===== config.mk =====
export PLATFORM = sky130hd
export DESIGN_NAME = vid_regport
export DESIGN_NICKNAME = d
export VERILOG_FILES = /design/src/rtl/vr_pkg.sv /design/src/rtl/vr_scroll_regs.sv /design/src/rtl/vr_sprite_mem.sv /design/src/rtl/vr_open_bus.sv /design/src/rtl/vid_regport.sv
export SDC_FILE = /design/constraint.sdc
export NUM_CORES = 2
export LEC_CHECK = 0
export BUFFER_PORTS_ARGS = -buffer_cell sky130_fd_sc_hd__buf_2
export CORE_ASPECT_RATIO = 0.5
export CORE_MARGIN = 4
export CORE_UTILIZATION = 55
export DETAILED_ROUTE_END_ITERATION = 16
export PLACE_DENSITY = 0.7
export SYNTH_ARGS = -nofsm -noshare
export SYNTH_HDL_FRONTEND = slang
export SYNTH_SLANG_ARGS = --single-unit

===== constraint.sdc =====
create_clock -name clk -period 2.7 [get_ports clk]
set_input_delay 0.675 -clock clk [delete_from_list [all_inputs] [get_ports clk]]
set_output_delay 0.675 -clock clk [all_outputs]
set_load 0.05 [all_outputs]

===== src/rtl/vr_pkg.sv =====
package vr_pkg;
    localparam int DW     = 8;
    localparam int AW     = 15;
    localparam int VMW    = 14;
    localparam int PW     = 3;
    localparam int SPR_AW = 8;

    localparam logic [PW-1:0] P_CTRL   = 3'd0;
    localparam logic [PW-1:0] P_MASK   = 3'd1;
    localparam logic [PW-1:0] P_STATUS = 3'd2;
    localparam logic [PW-1:0] P_SPRPTR = 3'd3;
    localparam logic [PW-1:0] P_SPRDAT = 3'd4;
    localparam logic [PW-1:0] P_SCROLL = 3'd5;
    localparam logic [PW-1:0] P_ADDR   = 3'd6;
    localparam logic [PW-1:0] P_DATA   = 3'd7;

    localparam logic [5:0] PAL_PAGE = 6'h3F;

    typedef enum logic [1:0] {
        ST_IDLE = 2'd0,
        ST_VMEM = 2'd1,
        ST_DONE = 2'd2
    } vr_state_t;
endpackage


===== src/rtl/vr_scroll_regs.sv =====
module vr_scroll_regs
    import vr_pkg::*;
(
    input  logic          clk,
    input  logic          rst_n,
    input  logic          wr_en,
    input  logic [PW-1:0] port,
    input  logic [DW-1:0] wdata,
    input  logic          tog_clr,
    input  logic          inc_en,
    input  logic          inc_wide,
    output logic [AW-1:0] tmp_addr,
    output logic [AW-1:0] cur_addr,
    output logic [2:0]    fine_x
);
    logic toggle;
    logic [AW-1:0] step;

    assign step = inc_wide ? AW'(32) : AW'(1);

    always_ff @(posedge clk) begin
        if (!rst_n) begin
            tmp_addr <= '0;
            cur_addr <= '0;
            fine_x   <= '0;
            toggle   <= 1'b0;
        end else begin
            if (tog_clr) toggle <= 1'b0;
            if (wr_en) begin
                unique case (port)
                    P_CTRL: tmp_addr[11:10] <= wdata[1:0];
                    P_SCROLL: begin
                        if (!toggle) begin
                            fine_x        <= wdata[2:0];
                            tmp_addr[4:0] <= wdata[7:3];
                        end else begin
                            tmp_addr[14:12] <= wdata[2:0];
                            tmp_addr[9:5]   <= wdata[7:3];
                        end
                        toggle <= ~toggle;
                    end
                    P_ADDR: begin
                        if (!toggle) begin
                            tmp_addr[14]   <= 1'b0;
                            tmp_addr[13:8] <= wdata[5:0];
                        end else begin
                            tmp_addr[7:0] <= wdata;
                            cur_addr      <= {tmp_addr[14:8], wdata};
                        end
                        toggle <= ~toggle;
                    end
                    default: ;
                endcase
            end
            if (inc_en) cur_addr <= cur_addr + step;
        end
    end
endmodule


===== src/rtl/vr_sprite_mem.sv =====
module vr_sprite_mem
    import vr_pkg::*;
#(
    parameter int DEPTH = 256
) (
    input  logic              clk,
    input  logic              rst_n,
    input  logic              ptr_we,
    input  logic              data_we,
    input  logic [DW-1:0]     wdata,
    output logic [DW-1:0]     rd_data,
    output logic [SPR_AW-1:0] ptr
);
    logic [DW-1:0] mem [DEPTH];
    logic [DW-1:0] raw;

    always_ff @(posedge clk) begin
        if (!rst_n) ptr <= '0;
        else if (ptr_we) ptr <= wdata[SPR_AW-1:0];
        else if (data_we) ptr <= ptr + 1'b1;
    end

    always_ff @(posedge clk) begin
        if (data_we) mem[ptr] <= wdata;
    end

    always_comb begin
        raw     = mem[ptr];
        rd_data = (ptr[1:0] == 2'd2) ? (raw & 8'hE3) : raw;
    end
endmodule


===== src/rtl/vr_open_bus.sv =====
module vr_open_bus
    import vr_pkg::*;
#(
    parameter int DECAY_CYCLES = 65535
) (
    input  logic          clk,
    input  logic          rst_n,
    input  logic          refresh,
    input  logic [DW-1:0] refresh_val,
    output logic [DW-1:0] latch
);
    localparam int TW = $clog2(DECAY_CYCLES + 1);
    logic [TW-1:0] timer;

    always_ff @(posedge clk) begin
        if (!rst_n) begin
            latch <= '0;
            timer <= '0;
        end else if (refresh) begin
            latch <= refresh_val;
            timer <= TW'(DECAY_CYCLES);
        end else if (timer != '0) begin
            timer <= timer - 1'b1;
            if (timer == TW'(1)) latch <= '0;
        end
    end
endmodule


===== src/rtl/vid_regport.sv =====
module vid_regport
    import vr_pkg::*;
#(
    parameter int DECAY_CYCLES = 65535,
    parameter int SPR_DEPTH    = 256
) (
    input  logic           clk,
    input  logic           rst_n,
    input  logic           cpu_req,
    input  logic           cpu_we,
    input  logic [2:0]     cpu_port,
    input  logic [7:0]     cpu_wdata,
    output logic [7:0]     cpu_rdata,
    output logic           cpu_ack,
    input  logic           vbl_set,
    input  logic           spr0_set,
    input  logic           ovf_set,
    input  logic           flags_clr,
    output logic           vm_req,
    output logic           vm_we,
    output logic [13:0]    vm_addr,
    output logic [7:0]     vm_wdata,
    input  logic [7:0]     vm_rdata,
    input  logic           vm_ack,
    output logic [7:0]     ctrl_o,
    output logic [7:0]     mask_o,
    output logic [14:0]    tmp_addr_o,
    output logic [14:0]    cur_addr_o,
    output logic [2:0]     fine_x_o
);
    vr_state_t state_q, state_d;

    logic [DW-1:0] ctrl_q, mask_q, rbuf_q, rdata_q, wdata_q;
    logic          we_q;
    logic          f_vbl, f_spr0, f_ovf;
    logic [DW-1:0] ob_latch, spr_rd, ob_val, exec_val, vm_ret;
    logic          exec, vm_start, vm_done, reg_wr, stat_rd, spr_rd_en;
    logic          ob_refresh, is_pal;
    logic [SPR_AW-1:0] spr_ptr;

    // Decode
    assign exec      = (state_q == ST_IDLE) && cpu_req && (cpu_port != P_DATA);
    assign vm_start  = (state_q == ST_IDLE) && cpu_req && (cpu_port == P_DATA);
    assign vm_done   = (state_q == ST_VMEM) && vm_ack;
    assign reg_wr    = exec && cpu_we;
    assign stat_rd   = exec && !cpu_we && (cpu_port == P_STATUS);
    assign spr_rd_en = exec && !cpu_we && (cpu_port == P_SPRDAT);
    assign is_pal    = (cur_addr_o[13:8] == PAL_PAGE);

    // State register
    always_ff @(posedge clk) begin
        if (!rst_n) state_q <= ST_IDLE;
        else        state_q <= state_d;
    end

    // Next state
    always_comb begin
        state_d = state_q;
        unique case (state_q)
            ST_IDLE: if (exec) state_d = ST_DONE;
                     else if (vm_start) state_d = ST_VMEM;
            ST_VMEM: if (vm_ack) state_d = ST_DONE;
            ST_DONE: state_d = ST_IDLE;
            default: state_d = ST_IDLE;
        endcase
    end

    // Outputs of the machine
    always_comb begin
        cpu_ack = 1'b0;
        vm_req  = 1'b0;
        unique case (state_q)
            ST_IDLE: ;
            ST_VMEM: vm_req  = 1'b1;
            ST_DONE: cpu_ack = 1'b1;
            default: ;
        endcase
    end

    assign cpu_rdata = rdata_q;
    assign vm_we     = we_q;
    assign vm_wdata  = wdata_q;
    assign vm_addr   = cur_addr_o[VMW-1:0];

    // Read value muxes
    assign ob_val = ob_latch;
    always_comb begin
        unique case (cpu_port)
            P_STATUS: exec_val = {f_vbl, f_spr0, f_ovf, ob_val[4:0]};
            P_SPRDAT: exec_val = spr_rd;
            default:  exec_val = ob_val;
        endcase
    end
    assign vm_ret = is_pal ? {ob_val[7:6], vm_rdata[5:0]} : rbuf_q;

    // Bus latch refresh sources
    logic [DW-1:0] ob_new;
    always_comb begin
        ob_refresh = 1'b0;
        ob_new     = cpu_wdata;
        if ((state_q == ST_IDLE) && cpu_req && cpu_we) begin
            ob_refresh = 1'b1;
            ob_new     = cpu_wdata;
        end else if (spr_rd_en) begin
            ob_refresh = 1'b1;
            ob_new     = spr_rd;
        end else if (vm_done && !we_q) begin
            ob_refresh = 1'b1;
            ob_new     = vm_ret;
        end
    end

    // Registers owned by the top
    always_ff @(posedge clk) begin
        if (!rst_n) begin
            ctrl_q  <= '0;
            mask_q  <= '0;
            rbuf_q  <= '0;
            rdata_q <= '0;
            wdata_q <= '0;
            we_q    <= 1'b0;
        end else begin
            if (reg_wr && cpu_port == P_CTRL) ctrl_q <= cpu_wdata;
            if (reg_wr && cpu_port == P_MASK) mask_q <= cpu_wdata;
            if (exec) rdata_q <= cpu_we ? cpu_wdata : exec_val;
            if (vm_start) begin
                we_q    <= cpu_we;
                wdata_q <= cpu_wdata;
            end
            if (vm_done) begin
                if (!we_q) begin
                    rdata_q <= vm_ret;
                    rbuf_q  <= vm_rdata;
                end else begin
                    rdata_q <= wdata_q;
                end
            end
        end
    end

    // Status flags: clear-all beats sets, status read beats vblank set
    always_ff @(posedge clk) begin
        if (!rst_n) begin
            f_vbl  <= 1'b0;
            f_spr0 <= 1'b0;
            f_ovf  <= 1'b0;
        end else if (flags_clr) begin
            f_vbl  <= 1'b0;
            f_spr0 <= 1'b0;
            f_ovf  <= 1'b0;
        end else begin
            if (spr0_set) f_spr0 <= 1'b1;
            if (ovf_set)  f_ovf  <= 1'b1;
            if (stat_rd)      f_vbl <= 1'b0;
            else if (vbl_set) f_vbl <= 1'b1;
        end
    end

    assign ctrl_o = ctrl_q;
    assign mask_o = mask_q;

    vr_scroll_regs u_scroll (
        .clk      (clk),
        .rst_n    (rst_n),
        .wr_en    (reg_wr),
        .port     (cpu_port),
        .wdata    (cpu_wdata),
        .tog_clr  (stat_rd),
        .inc_en   (vm_done),
        .inc_wide (ctrl_q[2]),
        .tmp_addr (tmp_addr_o),
        .cur_addr (cur_addr_o),
        .fine_x   (fine_x_o)
    );

    vr_sprite_mem #(.DEPTH(SPR_DEPTH)) u_spr (
        .clk     (clk),
        .rst_n   (rst_n),
        .ptr_we  (reg_wr && cpu_port == P_SPRPTR),
        .data_we (reg_wr && cpu_port == P_SPRDAT),
        .wdata   (cpu_wdata),
        .rd_data (spr_rd),
        .ptr     (spr_ptr)
    );

    vr_open_bus #(.DECAY_CYCLES(DECAY_CYCLES)) u_ob (
        .clk         (clk),
        .rst_n       (rst_n),
        .refresh     (ob_refresh),
        .refresh_val (ob_new),
        .latch       (ob_latch)
    );
endmodule


## Yosys cells after proc, flatten, opt, wreduce, memory -nomap -nowiden

Memories as Yosys holds them, arrays and structs flattened. A register that Yosys moved wholly into a read port is not among the register bits.
Index checks and enable logic that the tools add are counted.

| operators by class | value |
|---|---|
| add/sub/neg operators | 3 |
| equality and inequality tests | 19 |
| mux-type cells | 46 |
| bitwise operators | 3 |
| reduce and logical (&&, ||, !) cells | 40 |

Operators by type and width:

| cell | count |
|---|---|
| $mux 8 | 16 |
| $mux 15 | 4 |
| $mux 16 | 2 |
| $pmux 10 s2 | 1 |
| $reduce_bool 2->1 | 9 |
| $eq 16x1->1 const B | 1 |
| $pmux 8 s2 | 1 |
| $reduce_bool 16->1 | 1 |
| $sub 16x1->16 const B | 1 |
| $add 15x15->15 | 1 |
| $mux 5 | 3 |
| $logic_and 1x1->1 | 14 |
| $eq 3x3->1 const B | 4 |
| $reduce_and 4->1 | 3 |
| $mux 1 | 10 |
| $reduce_and 3->1 | 3 |
| $add 8x1->8 const B | 1 |
| $pmux 2 s2 | 2 |
| $mux 7 | 1 |
| $eq 3x2->1 const B | 2 |
| $eq 6x6->1 const B | 1 |
| $mux 2 | 3 |
| $mux 6 | 1 |
| $ne 2x2->1 const B | 3 |
| 14 further kinds | 23 |

| storage, ports and cells | value |
|---|---|
| register bits after elaboration | 112 |
| bits in writable memories | 2048 |
| input port bits | 28 |
| output and inout port bits | 82 |
| word-level logic and storage cells | 132 |
| memories kept | 1 |

Memories:

| memory | depth | width | read ports | clocked after memory_dff | write ports | line | text |
|---|---|---|---|---|---|---|---|
| u_spr.mem | 256 | 8 | 1 | 1 | 1 | vr_sprite_mem.sv:14 | `logic [DW-1:0] mem [DEPTH];` |

## Logic depth before layout (Yosys ltp)

| depth | value |
|---|---|
| word-level depth | 9 |
| depth in mapped cells | 13 |
| gate-level depth less buffers | 10 |

## Cells and area by module

A second synthesis with hierarchy kept.

| second synthesis, totals | value |
|---|---|
| cells, all modules | 4412 |
| area total of the unflattened synthesis | 85654.6 µm² |

By module, submodules not included:

| module | instances | cells an instance | area an instance (µm²) | sequential area each (µm²) |
|---|---|---|---|---|
| vr_sprite_mem | 1 | 3758 | 80046.8 | 61819.3 |
| vid_regport | 1 | 316 | 2616.3 | 920.9 |
| vr_scroll_regs | 1 | 226 | 1855.5 | 680.7 |
| vr_open_bus | 1 | 112 | 1136.1 | 480.5 |

## Least setup slack after synthesis

Ideal clock, no wire load.

| path | value |
|---|---|
| kind | in2reg |
| start point | input port cpu_port[0] |
| end point | memory u_spr.mem[102][0] (enable) |
| setup time | 0.370 ns |
| arrival time | 2.537 ns |
| required time | 2.330 ns |
| path slack | -0.207 ns |
| cell stages on the path | 8 |
| buffers on the path | 3 |
| cells stage by stage | buf_1 nor2_1 nand2_1 nor2_1 clkbuf_1 nand3_1 clkbuf_1 nor2_1 |

| between the ends | value |
|---|---|
| longest elaborated chain between the ends | 6 |
| elaborated cells on any way between the ends | 7 |
| those cells by class | eq/ne: 2; mux: 2; reduce/logical: 3 |

RTL lines:

| item | line | text |
|---|---|---|
| start: declaration | vid_regport.sv:11 | `input logic [2:0] cpu_port,` |
| $ne 3x3->1 | vid_regport.sv:42 | `assign exec = (state_q == ST_IDLE) && cpu_req && (cpu_port != P_DATA);` |
| $logic_and 1x1->1 | vid_regport.sv:42 |  |
| $logic_and 1x1->1 | vid_regport.sv:45 | `assign reg_wr = exec && cpu_we;` |
| $logic_and 1x1->1 (*) | vid_regport.sv:180 | `.data_we (reg_wr && cpu_port == P_SPRDAT),` |
| $mux 1 (*) | vr_sprite_mem.sv:24 | `if (data_we) mem[ptr] <= wdata;` |
| $mux 1 (not written as such) (*) | vr_sprite_mem.sv:24 |  |
| end: declaration | vr_sprite_mem.sv:14 |  |

Mark *: on every way between the ends. The rest lies on a longest branch, timed or not.

==> flow_summary.toml <==
[status]
run_status = "finished with violations"
violations_in_the_final_reports = "setup timing"

[timing]
unrepaired_setup_endpoints_after_global_routing = "yes"
setup_viol_count_final = 16
clock.fmax_ghz = 0.307
worst_relative_slew_slack_pct = 40.6
timing.setup.tns_ns = -6.72
timing_max_transition_violations_final = 0
fin_ws_ns = -0.554
worst_slew_pin_slew_ns = 0.892
hold_slack_ns = 0.0800
finalCriticalPeriod_ns = 3.25
finalCritPeriodShare_pct = 121
final_report_hold_violation_count = 0
clock-skew-final_ns = 0.0261

[setup_path]
worst_setup_path_start_kind = "flop"
setup.worst_path.end_class = "flop"
reg2reg_depth = 8
worstPathMaxFanout = 8
worstReg2RegEnd = "cpu_rdata[3]"
arrival_ns = 3.94
timing.setup.critical_path_class = "reg -> reg"
worstPathRequired_ns = 3.38
regToRegSetupSlack_ns = -0.55

[synth]
yosys.area_share.adder_pct = 0.131
yosys_warnings = 0
synthesis.instances = 4423
synth_xor_xnor_area_share_pct = 0.174
synth_enable_flop_cells = 2048
synth-main-ff-cell = "edfxtp_1"
yosys-mux-area-fraction_pct = 15.4
post_synth_num_cell_types = 89
postSynthAreaPerCell_um2 = 19.4
synth_simple_gate_area_share_pct = 4.31
post_synthesis_compound_gate_area_fraction_pct = 3.43
mappedNetlistArea_um2 = 85700
yosysSeqAreaShare_pct = 74.6
synth_fp_nets = 4460
async_reset_ff_share_pct = 0
combinational_family_with_the_most_area_after_synthesis = "multiplexers"
ys_ff_latch = 2168

[min_path]
min_path_type = "in -> reg"
worst_hold_startpoint = "ovf_set"
hold_depth = 3
min_delay_worst_endpoint = "f_ovf"

[clocking]
htree_levels = 4
clk_pin_slew_worst_paths_ns = 0.07
clock_tree_from_tritoncts = "built"
cts-hold-fix-buffers = 0
clock_sinks = 2168
clk_latency_ns = 0.82
ctsRootBufferMaster = "clkbuf_16"
number_of_clock_buffers_inserted_by_tritoncts = 183
clock_tree.buffer_depth = 3

[flow_run]
drv.max_cap_violation_count = 0

[die]
die_h_um = 287
rows = 102
die-area_um2 = 163000
dieWidth_um = 566
core-area_um2 = 155000
num_io_pins = 110
initial_core_util_pct = 55.3

[global_routing]
grt_use_total_pct = 31.3
global_route.overflow_total = 0
grt_max_degree = 143
first_pass_grt_wire_length_um = 362000
first_global_vias = 49300
initial_antenna_violation_count = 10

[drt]
detail_route.wirelength_um = 254000
drtAntennaViolNets = 0
vias = 50200
via_per_inst = 6.61
wire_per_inst_um = 33.4
detail_route.first_pass.iterations = 7
drt_first_iter_violations = 7531
remaining_drc_errors = 0

[placement]
routabilityCongestion = 0.965
hpwl_um = 166000
dp_area_um2 = 96800
numPortBuffers = 109

[layout]
area.growth.synth_to_final_pct = 21.9
final_cell_area_um2 = 104000
layout_common_cells = "edfxtp_1, buf_4, mux4_2"
final_common_cell = "edfxtp_1"
fraction_of_final_layout_cells_sized_beyond_drive_strength_1_pct = 38.0
fin_nets = 5407

[power_and_ir_drop]
cellLeakagePower_nw = 33.9
power.density_nw_per_um2 = 633
irDropWorstVdd_v = 0.000686
-- where the power goes --
group	internal, mW	switching [mW]	total [mW]	leakage (nW)
sequential	36.8	0.104	36.9	19.4
clock	14.1	12.2	26.3	2.84
combinational	1.11	1.78	2.89	11.7
-- cells in the mapped netlist (5+ instances only) --
cell | n | area, um^2
mux4_2 | 511 | 11500
o22ai_1 | 32 | 200
nor3_1 | 21 | 105
a22oi_1 | 45 | 338
a22o_1 | 6 | 52.6
a21oi_1 | 99 | 495
a211oi_1 | 31 | 233
or3_1 | 6 | 37.5
nand2_1 | 192 | 721
o21ai_0 | 52 | 260
nor2b_1 | 33 | 206
nor2_1 | 400 | 1500
o31ai_1 | 6 | 45.0
mux2i_1 | 136 | 1360
xor2_1 | 9 | 78.8
ha_1 | 9 | 113
nand3_1 | 75 | 375
clkbuf_1 | 124 | 465
buf_6 | 32 | 360
nand2b_1 | 14 | 87.6
a311oi_1 | 10 | 87.6
xnor2_1 | 8 | 70.1
dfxtp_1 | 120 | 2400
nor4_1 | 7 | 43.8
buf_8 | 8 | 120
buf_2 | 52 | 260
o211ai_1 | 15 | 113
buf_1 | 16 | 60.1
edfxtp_1 | 2048 | 61500
a32oi_1 | 7 | 61.3
inv_1 | 15 | 56.3
and3_1 | 20 | 125
mux2_2 | 25 | 282
nand4_1 | 17 | 106
or2_2 | 5 | 31.3
buf_4 | 43 | 323
a221oi_1 | 28 | 245
and2_1 | 14 | 87.6
nor3b_1 | 6 | 45.0
o221ai_1 | 12 | 105
a31oi_1 | 25 | 156
-- layout make-up --
| type | count | area [um^2] |
|---|---|---|
| sequential | 2168 | 63900 |
| tap | 2080 | 2600 |
| fill | 9610 | 50400 |
| inverter | 18 | 70.1 |
| antenna | 5 | 12.5 |
| clock buffer | 229 | 4800 |
| clock inverter | 107 | 995 |
| multi-input combinational | 1960 | 21500 |
| timing repair buffer | 1039 | 10500 |
-- metrics by stage --
step	power (mW)	instances	utilization (%)	setup slack, ns
3_3_place_gp	40.1	7203	62.5	-1.08
3_5_place_dp	40.2	7203	62.5	-1.00
5_1_grt	67.8	7601	67.4	-0.574
4_1_cts	66.1	7579	67.1	-0.430
2_1_floorplan	38.8	4423	-	-0.0602
6_report	66.0	7606	67.4	-0.554
-- worst max path at each step --
stage	startpoint	endpoint	slack, ns	cells after the start
floorplan	cpu_port[0]	u_spr.mem[181][0]	-0.06	8
global placement	flop	u_ob.latch[2]	-1.08	11
detailed placement	flop	u_ob.latch[2]	-1.00	11
CTS	flop	cpu_rdata[3]	-0.43	9
global route	flop	cpu_rdata[3]	-0.57	8
finish	flop	cpu_rdata[3]	-0.55	8
-- critical path, cell delays in order (launching register included) --
cell and delay (ns):
dfxtp_4 0.48, buf_12 0.18, mux4_2 0.50, mux4_2 0.51, o211ai_1 0.60, buf_4 0.26
o22ai_4 0.12, a2111oi_4 0.37, nor2_1 0.07
-- routing by layer --
layer	track usage [%]	part of all wire, %	up-vias
li1	-	-	20000
met1	44.7	38	26100
met2	46.9	45	3654
met3	9.95	14	506
met4	9.07	3.1	4
met5	0	0.0094	-
-- cells by family (layout without fill, tap and decap cells) --
group / after synthesis / count (layout)
flip-flops: 2168 / 2168
AND/OR/NAND/NOR: 834 / 834
multiplexers: 675 / 675
AO/OA/AOI/OAI: 425 / 425
buffers and inverters: 295 / 1393
XOR/XNOR: 17 / 17
adder cells (fa/ha/maj): 9 / 9
other: 0 / 5
-- flip-flops by register name, summed over array words and instances (netlist names), named ones only --
register           flops
u_scroll.cur_addr     15
cpu_rdata              8
vm_we                  1
u_scroll.tmp_addr     15
u_scroll.fine_x        3
u_spr.ptr              8
f_vbl                  1
u_ob.latch             8
vm_wdata               8
u_ob.timer            16
f_spr0                 1
mask_o                 8
u_spr.mem           2048
state_q                2
ctrl_o                 8
rbuf_q                 8
u_scroll.toggle        1
f_ovf                  1
-- repair_timing --
item,4_1_cts,5_1_grt
endpoints found under the hold margin,0,0
cloned,10,1
endpoints found under the setup margin,16,16
pin swaps,30,26
setup buffers,34,23
resized for setup,148,52
Note: power is estimated with default switching activity, not from simulation.
